$ cat src/rtl/zsram_pkg.sv
`timescale 1ns/1ps
package zsram_pkg;

    typedef enum logic {
        ORD_XOR = 1'b0,
        ORD_SEQ = 1'b1
    } burst_ord_e;

    // Low address bits for a given beat of a four-beat burst
    function automatic logic [1:0] beat_offset(input logic [1:0] start,
                                               input logic [1:0] beat,
                                               input burst_ord_e ord);
        return (ord == ORD_SEQ) ? 2'(start + beat) : (start ^ beat);
    endfunction

endpackage

$ cat src/rtl/zsram_cmd.sv
`timescale 1ns/1ps
module zsram_cmd #(
    parameter int ADDR_W = 5,
    parameter int LANES  = 4
) (
    input  logic              clk,
    input  logic              rst_n,
    input  logic              stall,
    input  logic              sel_ok,
    input  logic              adv,
    input  logic              rd_wr,
    input  logic              lin_order,
    input  logic [ADDR_W-1:0] addr,
    input  logic [LANES-1:0]  lane_wen,
    output logic              op_v,
    output logic              op_wr,
    output logic [ADDR_W-1:0] op_addr,
    output logic [LANES-1:0]  op_mask
);
    import zsram_pkg::*;

    typedef struct packed {
        logic              act;
        logic              rd;
        logic [ADDR_W-1:0] base;
        logic [1:0]        beat;
        logic              v;
        logic              wr;
        logic [ADDR_W-1:0] a;
        logic [LANES-1:0]  m;
    } cmd_t;

    cmd_t cmd_d, cmd_q;

    always_comb begin
        cmd_d = cmd_q;
        if (!stall) begin
            cmd_d.m = lane_wen;
            if (!adv) begin
                if (sel_ok) begin
                    cmd_d.act  = 1'b1;
                    cmd_d.rd   = rd_wr;
                    cmd_d.base = addr;
                    cmd_d.beat = 2'd0;
                    cmd_d.v    = 1'b1;
                    cmd_d.wr   = ~rd_wr;
                    cmd_d.a    = addr;
                end else begin
                    cmd_d.act = 1'b0;
                    cmd_d.v   = 1'b0;
                    cmd_d.wr  = 1'b0;
                end
            end else if (cmd_q.act) begin
                cmd_d.beat = cmd_q.beat + 2'd1;
                cmd_d.v    = 1'b1;
                cmd_d.wr   = ~cmd_q.rd;
                cmd_d.a    = {cmd_q.base[ADDR_W-1:2],
                              beat_offset(cmd_q.base[1:0], cmd_q.beat + 2'd1,
                                          burst_ord_e'(lin_order))};
            end else begin
                cmd_d.v  = 1'b0;
                cmd_d.wr = 1'b0;
            end
        end
    end

    always_ff @(posedge clk or negedge rst_n) begin
        if (!rst_n) cmd_q <= '0;
        else        cmd_q <= cmd_d;
    end

    assign op_v    = cmd_q.v;
    assign op_wr   = cmd_q.wr;
    assign op_addr = cmd_q.a;
    assign op_mask = cmd_q.m;


    deselect_chk: assert property (@(posedge clk) disable iff (!rst_n)
        (!stall && !adv && !sel_ok) |=> !op_v);


    idle_adv_chk: assert property (@(posedge clk) disable iff (!rst_n)
        (!stall && adv && !cmd_q.act) |=> !op_v);


    burst_wrap_chk: assert property (@(posedge clk) disable iff (!rst_n)
        (!stall && adv && cmd_q.act) |=>
            (op_v && op_addr[ADDR_W-1:2] == $past(cmd_q.base[ADDR_W-1:2])));

endmodule

$ cat src/rtl/zsram_data.sv
`timescale 1ns/1ps
module zsram_data #(
    parameter int ADDR_W = 5,
    parameter int LANES  = 4,
    parameter int LANE_W = 9
) (
    input  logic                    clk,
    input  logic                    rst_n,
    input  logic                    stall,
    input  logic                    op_v,
    input  logic                    op_wr,
    input  logic [ADDR_W-1:0]       op_addr,
    input  logic [LANES-1:0]        op_mask,
    input  logic [LANES*LANE_W-1:0] wdata,
    output logic [LANES*LANE_W-1:0] rdata,
    output logic                    drive
);
    localparam int DATA_W = LANES * LANE_W;
    localparam int DEPTH  = 1 << ADDR_W;

    typedef struct packed {
        logic              p_v;
        logic              p_wr;
        logic [ADDR_W-1:0] p_a;
        logic [LANES-1:0]  p_m;
        logic              w_v;
        logic [ADDR_W-1:0] w_a;
        logic [LANES-1:0]  w_m;
        logic [DATA_W-1:0] w_d;
        logic              drv;
        logic [DATA_W-1:0] rd;
    } dp_t;

    dp_t dp_d, dp_q;
    logic [DATA_W-1:0] merged;
    logic              hit;

    assign hit = dp_q.w_v && (dp_q.w_a == dp_q.p_a);

    // One storage bank per lane, with commit and bypass per lane
    for (genvar g = 0; g < LANES; g++) begin : g_lane
        logic [LANE_W-1:0] bank_q [DEPTH];

        always_ff @(posedge clk) begin
            if (!stall && dp_q.w_v && dp_q.w_m[g])
                bank_q[dp_q.w_a] <= dp_q.w_d[g*LANE_W +: LANE_W];
        end

        assign merged[g*LANE_W +: LANE_W] = (hit && dp_q.w_m[g])
            ? dp_q.w_d[g*LANE_W +: LANE_W]
            : bank_q[dp_q.p_a];
    end

    always_comb begin
        dp_d = dp_q;
        if (!stall) begin
            dp_d.p_v  = op_v;
            dp_d.p_wr = op_wr;
            dp_d.p_a  = op_addr;
            dp_d.p_m  = op_mask;
            dp_d.w_v  = dp_q.p_v && dp_q.p_wr;
            dp_d.w_a  = dp_q.p_a;
            dp_d.w_m  = dp_q.p_m;
            dp_d.w_d  = wdata;
            dp_d.drv  = dp_q.p_v && !dp_q.p_wr;
            if (dp_q.p_v && !dp_q.p_wr)
                dp_d.rd = merged;
        end
    end

    always_ff @(posedge clk or negedge rst_n) begin
        if (!rst_n) dp_q <= '0;
        else        dp_q <= dp_d;
    end

    assign rdata = dp_q.rd;
    assign drive = dp_q.drv;


    wr_release_chk: assert property (@(posedge clk) disable iff (!rst_n)
        (!stall && dp_q.p_v && dp_q.p_wr) |=> !drive);


    rd_complete_chk: assert property (@(posedge clk) disable iff (!rst_n)
        (!stall && dp_q.p_v && !dp_q.p_wr) |=> drive);


    stall_hold_chk: assert property (@(posedge clk) disable iff (!rst_n)
        stall |=> ($stable(rdata) && $stable(drive)));

endmodule

$ cat src/rtl/zsram_zbt.sv
`timescale 1ns/1ps
module zsram_zbt #(
    parameter int ADDR_W = 5,
    parameter int LANES  = 4,
    parameter int LANE_W = 9
) (
    input  logic                    clk,
    input  logic                    rst_n,
    input  logic                    hold,
    input  logic                    sel_a_n,
    input  logic                    sel_b,
    input  logic                    sel_c_n,
    input  logic                    rd_wr,
    input  logic                    adv,
    input  logic                    lin_order,
    input  logic [ADDR_W-1:0]       addr,
    input  logic [LANES-1:0]        lane_wen,
    input  logic                    oe_n,
    input  logic [LANES*LANE_W-1:0] dq_in,
    output logic [LANES*LANE_W-1:0] dq_out,
    output logic                    dq_oe
);
    logic              sel_ok;
    logic              op_v;
    logic              op_wr;
    logic [ADDR_W-1:0] op_addr;
    logic [LANES-1:0]  op_mask;
    logic              drive;

    assign sel_ok = !sel_a_n && sel_b && !sel_c_n;

    zsram_cmd #(.ADDR_W(ADDR_W), .LANES(LANES)) u_cmd (
        .clk       (clk),
        .rst_n     (rst_n),
        .stall     (hold),
        .sel_ok    (sel_ok),
        .adv       (adv),
        .rd_wr     (rd_wr),
        .lin_order (lin_order),
        .addr      (addr),
        .lane_wen  (lane_wen),
        .op_v      (op_v),
        .op_wr     (op_wr),
        .op_addr   (op_addr),
        .op_mask   (op_mask)
    );

    zsram_data #(.ADDR_W(ADDR_W), .LANES(LANES), .LANE_W(LANE_W)) u_data (
        .clk     (clk),
        .rst_n   (rst_n),
        .stall   (hold),
        .op_v    (op_v),
        .op_wr   (op_wr),
        .op_addr (op_addr),
        .op_mask (op_mask),
        .wdata   (dq_in),
        .rdata   (dq_out),
        .drive   (drive)
    );

    assign dq_oe = drive && !oe_n;

endmodule

$ cat config.mk
export PLATFORM = sky130hd
export DESIGN_NAME = zsram_zbt
export DESIGN_NICKNAME = d
export VERILOG_FILES = /design/src/rtl/zsram_pkg.sv /design/src/rtl/zsram_cmd.sv /design/src/rtl/zsram_data.sv /design/src/rtl/zsram_zbt.sv
export SDC_FILE = /design/constraint.sdc
export NUM_CORES = 1
export LEC_CHECK = 0
export ABC_AREA = 1
export BUFFER_PORTS_ARGS = -buffer_cell sky130_fd_sc_hd__buf_4
export CORE_ASPECT_RATIO = 1.1
export CORE_MARGIN = 5
export CORE_UTILIZATION = 40
export DETAILED_ROUTE_END_ITERATION = 10
export PLACE_DENSITY_LB_ADDON = 0.2
export SLEW_MARGIN = 20
export SYNTH_ARGS = -nofsm -noshare
export SYNTH_HDL_FRONTEND = slang
export SYNTH_SLANG_ARGS = --single-unit
$ cat constraint.sdc
create_clock -name clk -period 2.8 [get_ports clk]
set_input_delay 0.14 -clock clk [delete_from_list [all_inputs] [get_ports clk]]
set_output_delay 0.14 -clock clk [all_outputs]
set_load 0.005 [all_outputs]
## After elaboration in Yosys (flattened, before gate mapping)

Memories as Yosys holds them, arrays and structs flattened. A register that Yosys moved wholly into a read port is not among the register bits.
Index checks and enable logic that the tools add are counted.
W data, S select, Z words.

- Register bits after elaboration: 78
- RAM bits: 1152
- Input port bits: 55
- Output and inout bits: 37
- Logic and storage cells: 70
- Memories kept: 4

Memory list:

| name | depth | bits a word | rd ports | clocked after Yosys merged registers in | write ports | RTL line | text |
|---|---|---|---|---|---|---|---|
| u_data.g_lane[0].bank_q | 32 | 9 | 1 | 1 | 1 | zsram_data.sv:42 | `logic [LANE_W-1:0] bank_q [DEPTH];` |
| u_data.g_lane[1].bank_q | 32 | 9 | 1 | 1 | 1 | zsram_data.sv:42 |  |
| u_data.g_lane[2].bank_q | 32 | 9 | 1 | 1 | 1 | zsram_data.sv:42 |  |
| u_data.g_lane[3].bank_q | 32 | 9 | 1 | 1 | 1 | zsram_data.sv:42 |  |

- Add/sub/neg operators: 2
- Equality and inequality tests: 1
- Multiplexer cells: 17
- Bitwise logic cells: 5
- Reductions and logical operators: 24

Operator list:

| kind | count |
|---|---|
| $logic_and A1 B1 Y1 | 10 |
| $mux W2 | 5 |
| $mux W5 | 2 |
| $logic_not A1 Y1 | 9 |
| $mux W1 | 9 |
| $mux W9 | 1 |
| $reduce_and A3 Y1 | 2 |
| $not A1 Y1 | 4 |
| $reduce_and A2 Y1 | 2 |
| $add A2 B1 Y2 const B | 1 |
| $add A2 B2 Y2 | 1 |
| $ne A2 B1 Y1 const B | 1 |
| $reduce_bool A2 Y1 | 1 |
| $xor A2 B2 Y2 | 1 |

## Logic depth before layout (Yosys ltp)

Gate-level depths: netlist of run 1.

- Word-level depth: 5
- Gate-level depth with buffers: 11
- Gate-level depth less buffers: 9

## Cells and area by module

Synthesis of run 1 repeated with hierarchy kept, for this count alone.

- Cells, all modules: 5258
- Area total of the unflattened synthesis: 54898.9 um^2

Modules (own cells, without submodules):

| module | times used | cells an instance | area each (um^2) | seq. area each (um^2) |
|---|---|---|---|---|
| zsram_data | 1 | 5137 | 53894.2 | 36945.4 |
| zsram_cmd | 1 | 116 | 983.4 | 500.5 |
| zsram_zbt | 1 | 5 | 21.3 | 0.0 |

## Least setup slack after synthesis of run 1

No wires, ideal clock.

- Path kind: register to register
- Start point: register u_data.dp_q[79] (netlist name)
- End point: memory u_data.g_lane[0].bank_q[28][0], enable pin
- Arrival time: 1.429 ns
- Required time: 2.426 ns
- Path slack: 0.997 ns
- Stages on the path, launching flop included: 6
- Path buffers: 1
- Clock period less this slack: 1.803 ns
- Cell sequence: dfrtp_1 -> buf_2 -> inv_1 -> nor3_1 -> nand2_1 -> nor2_1

RTL lines:

| what | RTL line | text |
|---|---|---|
| start, declared | zsram_data.sv:34 | `dp_t dp_d, dp_q;` |
| start signal, assigned | zsram_data.sv:73 | `else dp_q <= dp_d;` |
| end, declared | zsram_data.sv:42 |  |

Straight into the memory's write port.

## Worst setup path in the final report of run 1

- Start point: register u_data.dp_q[79] (netlist name)
- End point: memory u_data.g_lane[2].bank_q[13][6], enable pin

RTL lines:

| what | RTL line |
|---|---|
| end, declared | zsram_data.sv:42 |

Straight into the memory's write port.

==> metrics.txt, run 1 <==
status=completed; setup TNS=0 ns; core area=~130000 sq um; Initial Util=40.2%; Post-CTS Resized=0; PwrDens=823 nW/um^2; worst vdd ir=slightly below 0.7 mV; endpoint class of the critical path=flip-flop; DRC=0; HP Start=dq_in[18]; DR vias/cell=5.06; Slew HR=19.8%; final hold vios=0; Final Max Slew Viols=0; number of global-route vias before repair=35600; Logic pwr share=between 20% and 30%; Final setup viols=0; Max H-tree Level=4; Crit Path Class=flip-flop to flip-flop; Mean Syn Cell Area=around 10 sq um; sequential share of power=a little over two fifths; die footprint=143000 sq um; via count=about 37000; FF-to-FF setup slack=0.30 ns; Lkg Pwr=26.0 nW; Area after DPL=57900 sq um; Placement Setup Slack=roughly 0.47 ns; PortBufs=91; Sink Count=1266; layout cell share with drive strength beyond 1=10.7%; largest fanout on the critical path=7; Synth Instances=5235; First-pass DRT Iterations=6; sequential share of the synthesized area=69.3%; FP Rows=141; fin nets=about 5500; Power Internal=0.0354 W; RR Endpoint=u_data.g_lane[2].bank_q[13][6]; WL/cell=21.4 um; minimum clock period=2.50 ns; # IOs=92; ANT nets after route=0; worst r2r path cells=5; RePlAce Congestion=around 0.86; Hold WC Path Type=input pin to flip-flop; Sw Ratio=31.6%; GR Util All Layers=roughly 22%; area growth from synthesis to layout=16.4%; largest net degree at the start of global routing=107; CP startpoint kind=flip-flop; worst setup margin=0.299 ns; Syn Std Cell Area=around 54000 sq um; Max Root-Sink Buffers=3; post-detail-place hpwl=roughly 97 mm; Routed WL=158 mm; Worst EP arrival=just under 3 ns; CTS buffer count=139; final period utilization=89.3%; initial antenna violation count=3; fmax=about 400 MHz; Design Area, Final=62900 sq um; Min-Delay Path Depth=4; Clk pwr share=between 30% and 40%; initial DRC count=3796; total grt overflow=0; Worst-Margin Slew=~1.2 ns; postcts setup bufs=0; Die Height=395 um; CTS tree=done; most frequent cells in the layout=nand2_1, edfxtp_1, nand3_1; clock tree root buffer cell=clkbuf_16; distinct cell type count after synthesis=22; Post-Route Skew=about 0.035 ns; switching power=0.0163 W; Max Cap Viol=0; Reg-to-Reg Start=u_data.dp_q[79]; first-pass GRT wire length=approximately 230 mm; clock-pin slew on the worst setup and hold paths=0.06 ns; CP required=3.25 ns; Hold Path End=u_data.dp_q[55]; RSZ-0062 raised after global routing=false; Clock Latency Late Sink=0.76 ns; Synth warnings=0; Syn Nets=5291; die width=360 um; commonest non-fill, non-tap cell in the layout=nand2_1; Synth Register Bits=1266
## power by group through the flow
| stage | logic [W] | clock network (W) | registers [W] |
|---|---|---|---|
| 3_3_place_gp | 0.0119 | 0 | 0.0226 |
| 2_1_floorplan | 0.00771 | 0 | 0.0220 |
| 5_1_grt | 0.0132 | 0.0186 | 0.0222 |
| 4_1_cts | 0.0121 | 0.0178 | 0.0222 |
| 3_5_place_dp | 0.0120 | 0 | 0.0226 |
| 6_report | 0.0120 | 0.0175 | 0.0222 |
## flip-flops by register name, indices dropped and copies added, names as in the netlist
name / flops
u_cmd.cmd_q: 9
u_cmd.op_addr: 5
u_cmd.op_mask: 4
u_cmd.op_v: 1
u_cmd.op_wr: 1
u_data.dp_q: 57
u_data.drive: 1
u_data.g_lane.bank_q: 1152
u_data.rdata: 36
## synth_stat cells (all sizes together)
cell type	n	area [sq um]
dfrtp	114	2850
nor3	11	55.1
xnor2	6	52.6
nor2	210	788
o22ai	1	6.26
a21oi	38	190
ha	1	12.5
o21ai	66	330
a221o	1	10.0
clkbuf	73	274
o31ai	1	7.51
o211ai	4	30.0
buf	249	1360
clkinv	2	7.51
or2	36	225
nand2	2035	7640
edfxtp	1152	34600
inv	469	1760
nand3	766	3830
## worst max-delay path, cell delays in order, from the launching register on
cell and delay (ns):
dfrtp_1 0.54, inv_1 0.16, nor3_1 0.38, nand2_1 0.56, nor2_1 0.33, buf_4 0.23
## metrics by stage
step	power [W]	hold slack, ns	util (%)	cells
2_1_floorplan	0.0297	-0.156	-	5235
3_3_place_gp	0.0345	0.224	43.1	7066
3_5_place_dp	0.0345	0.221	43.1	7066
4_1_cts	0.0521	0.0791	46.8	7372
5_1_grt	0.0541	0.135	46.8	7372
6_report	0.0517	0.138	46.8	7375
## what timing repair did
action	CTS	global route
endpoints found under the setup margin	0	0
hold buffers	64	0
endpoints found under the hold margin	169	0
## layer usage
metal	up-vias	GRT usage (%)	share of wire (%)	wire (um)
li1	17600	-	-	-
met1	18100	30.0	43	67300
met2	1271	35.6	48	75200
met3	244	3.57	6.8	10700
met4	0	6.99	3.1	4900
met5	-	0	0	0
## kinds of logic (layout without fill, tap and decap cells)
kind of cell               Yosys count  after routing  synth area share (%)
xor gates and xnor gates             6              6                0.0973
DFF                               1266           1266                  69.3
other                                0              3                     0
and+or+nand+nor                   3058           3058                  23.2
buffers and inverters              793           1143                  6.30
AOI/OAI and AO/OA                  111            111                  1.06
adders and majority gates            1              1                0.0232
## worst max path at each step
stage | to | start | cells past startpoint | slack, ns
6_report | u_data.g_lane[2].bank_q[13][6] | u_data.dp_q[79] | 5 | 0.30
5_1_grt | u_data.g_lane[2].bank_q[13][0] | u_data.dp_q[79] | 5 | 0.20
4_1_cts | u_data.g_lane[0].bank_q[26][1] | u_data.dp_q[80] | 6 | 0.44
3_5_place_dp | u_data.g_lane[0].bank_q[26][7] | u_data.dp_q[80] | 6 | 0.47
2_1_floorplan | u_data.g_lane[0].bank_q[28][0] | u_data.dp_q[79] | 5 | 1.0
3_3_place_gp | u_data.g_lane[2].bank_q[26][3] | u_data.dp_q[80] | 6 | 0.47
## final cells by class
type	count	area, sq um
Antenna cell	3	7.51
Clock buffer	199	3920
Clock inverter	43	377
Fill cell	12400	71400
Inverter	471	1790
Multi-Input combinational cell	3176	13200
Sequential cell	1266	37500
Tap cell	1787	2240
Timing Repair Buffer	430	3890
No activity file was read; power rests on OpenSTA's default activity.
==> inputs of run 2 (changes only) <==
==> constraint.sdc (replaced) <==
create_clock -name clk -period 2.08 [get_ports clk]
set_input_delay 0.104 -clock clk [delete_from_list [all_inputs] [get_ports clk]]
set_output_delay 0.104 -clock clk [all_outputs]
set_load 0.005 [all_outputs]
==> metrics.txt, run 2 (synthesis results as in run 1) <==
Die Height=395 um (unchanged); worst setup margin=-0.0955 ns (-0.395 ns); clock-pin slew on the worst setup and hold paths=0.06 ns (about the same); Worst-Margin Slew=0.842 ns (-0.360 ns); Worst EP arrival=2.62 ns (-0.33 ns); status=finished with violations; register area=37500 sq um (about the same); Routed WL=163 mm (+3.2%); FP Rows=141 (unchanged); layout cell share with drive strength beyond 1=13.6% (+2.9 points); Lkg Pwr=27.2 nW (+4.5%); PwrDens=1110 nW/um^2 (+35%); largest reg by FF count=u_data.g_lane.bank_q; ANT nets after route=0 (unchanged); total grt overflow=0 (unchanged); Max H-tree Level=4 (unchanged); minimum clock period=2.18 ns (-0.325 ns); Fillers=12100 (-2.1%); via count=38000 (+1.9%); RePlAce Congestion=0.882 (+2.8%); violated checks=negative setup slack; Crit Path Class=flip-flop to flip-flop; Max Cap Viol=0 (unchanged); final hold vios=0 (unchanged); CTS buffer count=141 (+1.4%); Largest register FFs=1152 (unchanged); Post-Route Skew=0.0251 ns (-0.0103 ns); fin nets=5682 (+2.6%); die width=360 um (unchanged); Final Max Slew Viols=0 (unchanged); Final setup viols=83 (+83); Area after DPL=59100 sq um (+2.1%); Sink Count=1266 (unchanged); commonest non-fill, non-tap cell in the layout=nand2_1; DR vias/cell=5.05 (about the same); First-pass DRT Iterations=6 (unchanged); Multi-input gate area=13400 sq um (+1.7%); WL/cell=21.7 um (+1.2%); largest net degree at the start of global routing=67 (-37%); GR Util All Layers=22.0% (+0.19 points); endpoint class of the critical path=flip-flop; Hold WC Path Type=input pin to flip-flop; CTS tree=done; worst vdd ir=0.914 mV (+33%); Initial Util=40.2% (unchanged); DRC=0 (unchanged); core area=134000 sq um (unchanged); clock tree root buffer cell=clkbuf_16; placed insts=7149 (+1.2%); number of global-route vias before repair=35800 (+0.38%); die footprint=143000 sq um (unchanged); fmax=460 MHz (+15%); RSZ-0062 raised after global routing=true; CP startpoint kind=flip-flop; post-detail-place hpwl=98.4 mm (+1.5%); PortBufs=91 (unchanged); most frequent cells in the layout=nand2_1, edfxtp_1, nand3_1; Clock Latency Late Sink=0.77 ns (about the same); Final Util=48.7% (+1.9 points); area growth from synthesis to layout=21.1%; # IOs=92 (unchanged); largest fanout on the critical path=9 (+2); Slew HR=43.8% (+24 points); Post-Layout Cell Count=7520 (+2.0%); CP required=2.53 ns (-0.72 ns); initial antenna violation count=2 (-1); initial DRC count=3868 (+1.9%); Design Area, Final=65400 sq um (+4.1%); final period utilization=105% (+15 points); first-pass GRT wire length=236 mm (+0.71%); Max Root-Sink Buffers=3 (unchanged); worst hold slack=0.0944 ns (-0.0432 ns)
[run 2: cell types whose count changed in the layout (fill, tap and decap cells not counted), moves of 17 or more]
cell	delta
buf_16	+18
buf_4	+45
nand3_2	+26
clkbuf_16	+18
dlygate4sd3_1	+23
buf_12	+30
nand3_1	-26
clkbuf_1	-17
[run 2: path summary, 6_finish.rpt]
kind                                      start  cells past startpoint                             end  slack [ns]
worst min-delay path                  dq_in[19]                      4                 u_data.dp_q[56]        0.09
min in group asynchronous                 rst_n                      4                 u_data.dp_q[47]        0.52
worst max-delay path            u_data.dp_q[79]                      6  u_data.g_lane[2].bank_q[23][0]        -0.1
max in group asynchronous                 rst_n                      4                 u_data.dp_q[42]        1.25
worst min register to register  u_data.dp_q[85]                      2                 u_data.dp_q[75]        0.47
worst max register to register  u_data.dp_q[79]                      6  u_data.g_lane[2].bank_q[23][0]        -0.1
[run 2: stage by stage]
stage                     worst slack (ns)  power, W  setup TNS, ns
after global placement             -0.0941    0.0475          -6.58
after global routing                -0.164    0.0761         -19.92
after CTS                           -0.117    0.0722         -11.16
after floorplan                      0.277    0.0400              0
after detailed placement           -0.0916    0.0475          -8.01
final                              -0.0955    0.0729          -1.92
[run 2: timing repair]
item	CTS	global route
buffers inserted	0	15
gates cloned	4	15
setup endpoints to repair	332	979
gates resized for setup	13	67
hold buffers	88	0
pin swaps	1	2
endpoints found under the hold margin	180	0
[run 2: cell type report]
class | count | area share [%]
Timing Repair Buffer | 569 | 9.26
Timing Repair inverter | 1 | 0.0134
Inverter | 471 | 2.74
Sequential cell | 1266 | 57.3
Tap cell | 1787 | 3.42
Clock inverter | 69 | 0.849
Multi-Input combinational cell | 3176 | 20.5
Antenna cell | 1 | 0.00382
Clock buffer | 180 | 5.94
[run 2: per-layer routing]
layer	wire (um)	vias up	GRT usage (%)
met5	0	-	0
met4	4720	0	7.23
met3	11000	249	3.45
met2	76900	1351	35.3
met1	70600	18400	30.8
li1	-	18000	-
[run 2: critical path: stages (launching register included)]
cell and delay, ns:
dfrtp_2 0.47, inv_1 0.16, nor3_2 0.29, nand2_1 0.22
buf_4 0.23, nor2_1 0.23, buf_4 0.25
[run 2: where the power goes]
group,switching [W],internal [W]
Combinational,0.0121,0.00698
Clock,0.0101,0.0141
Sequential,0.00107,0.0286
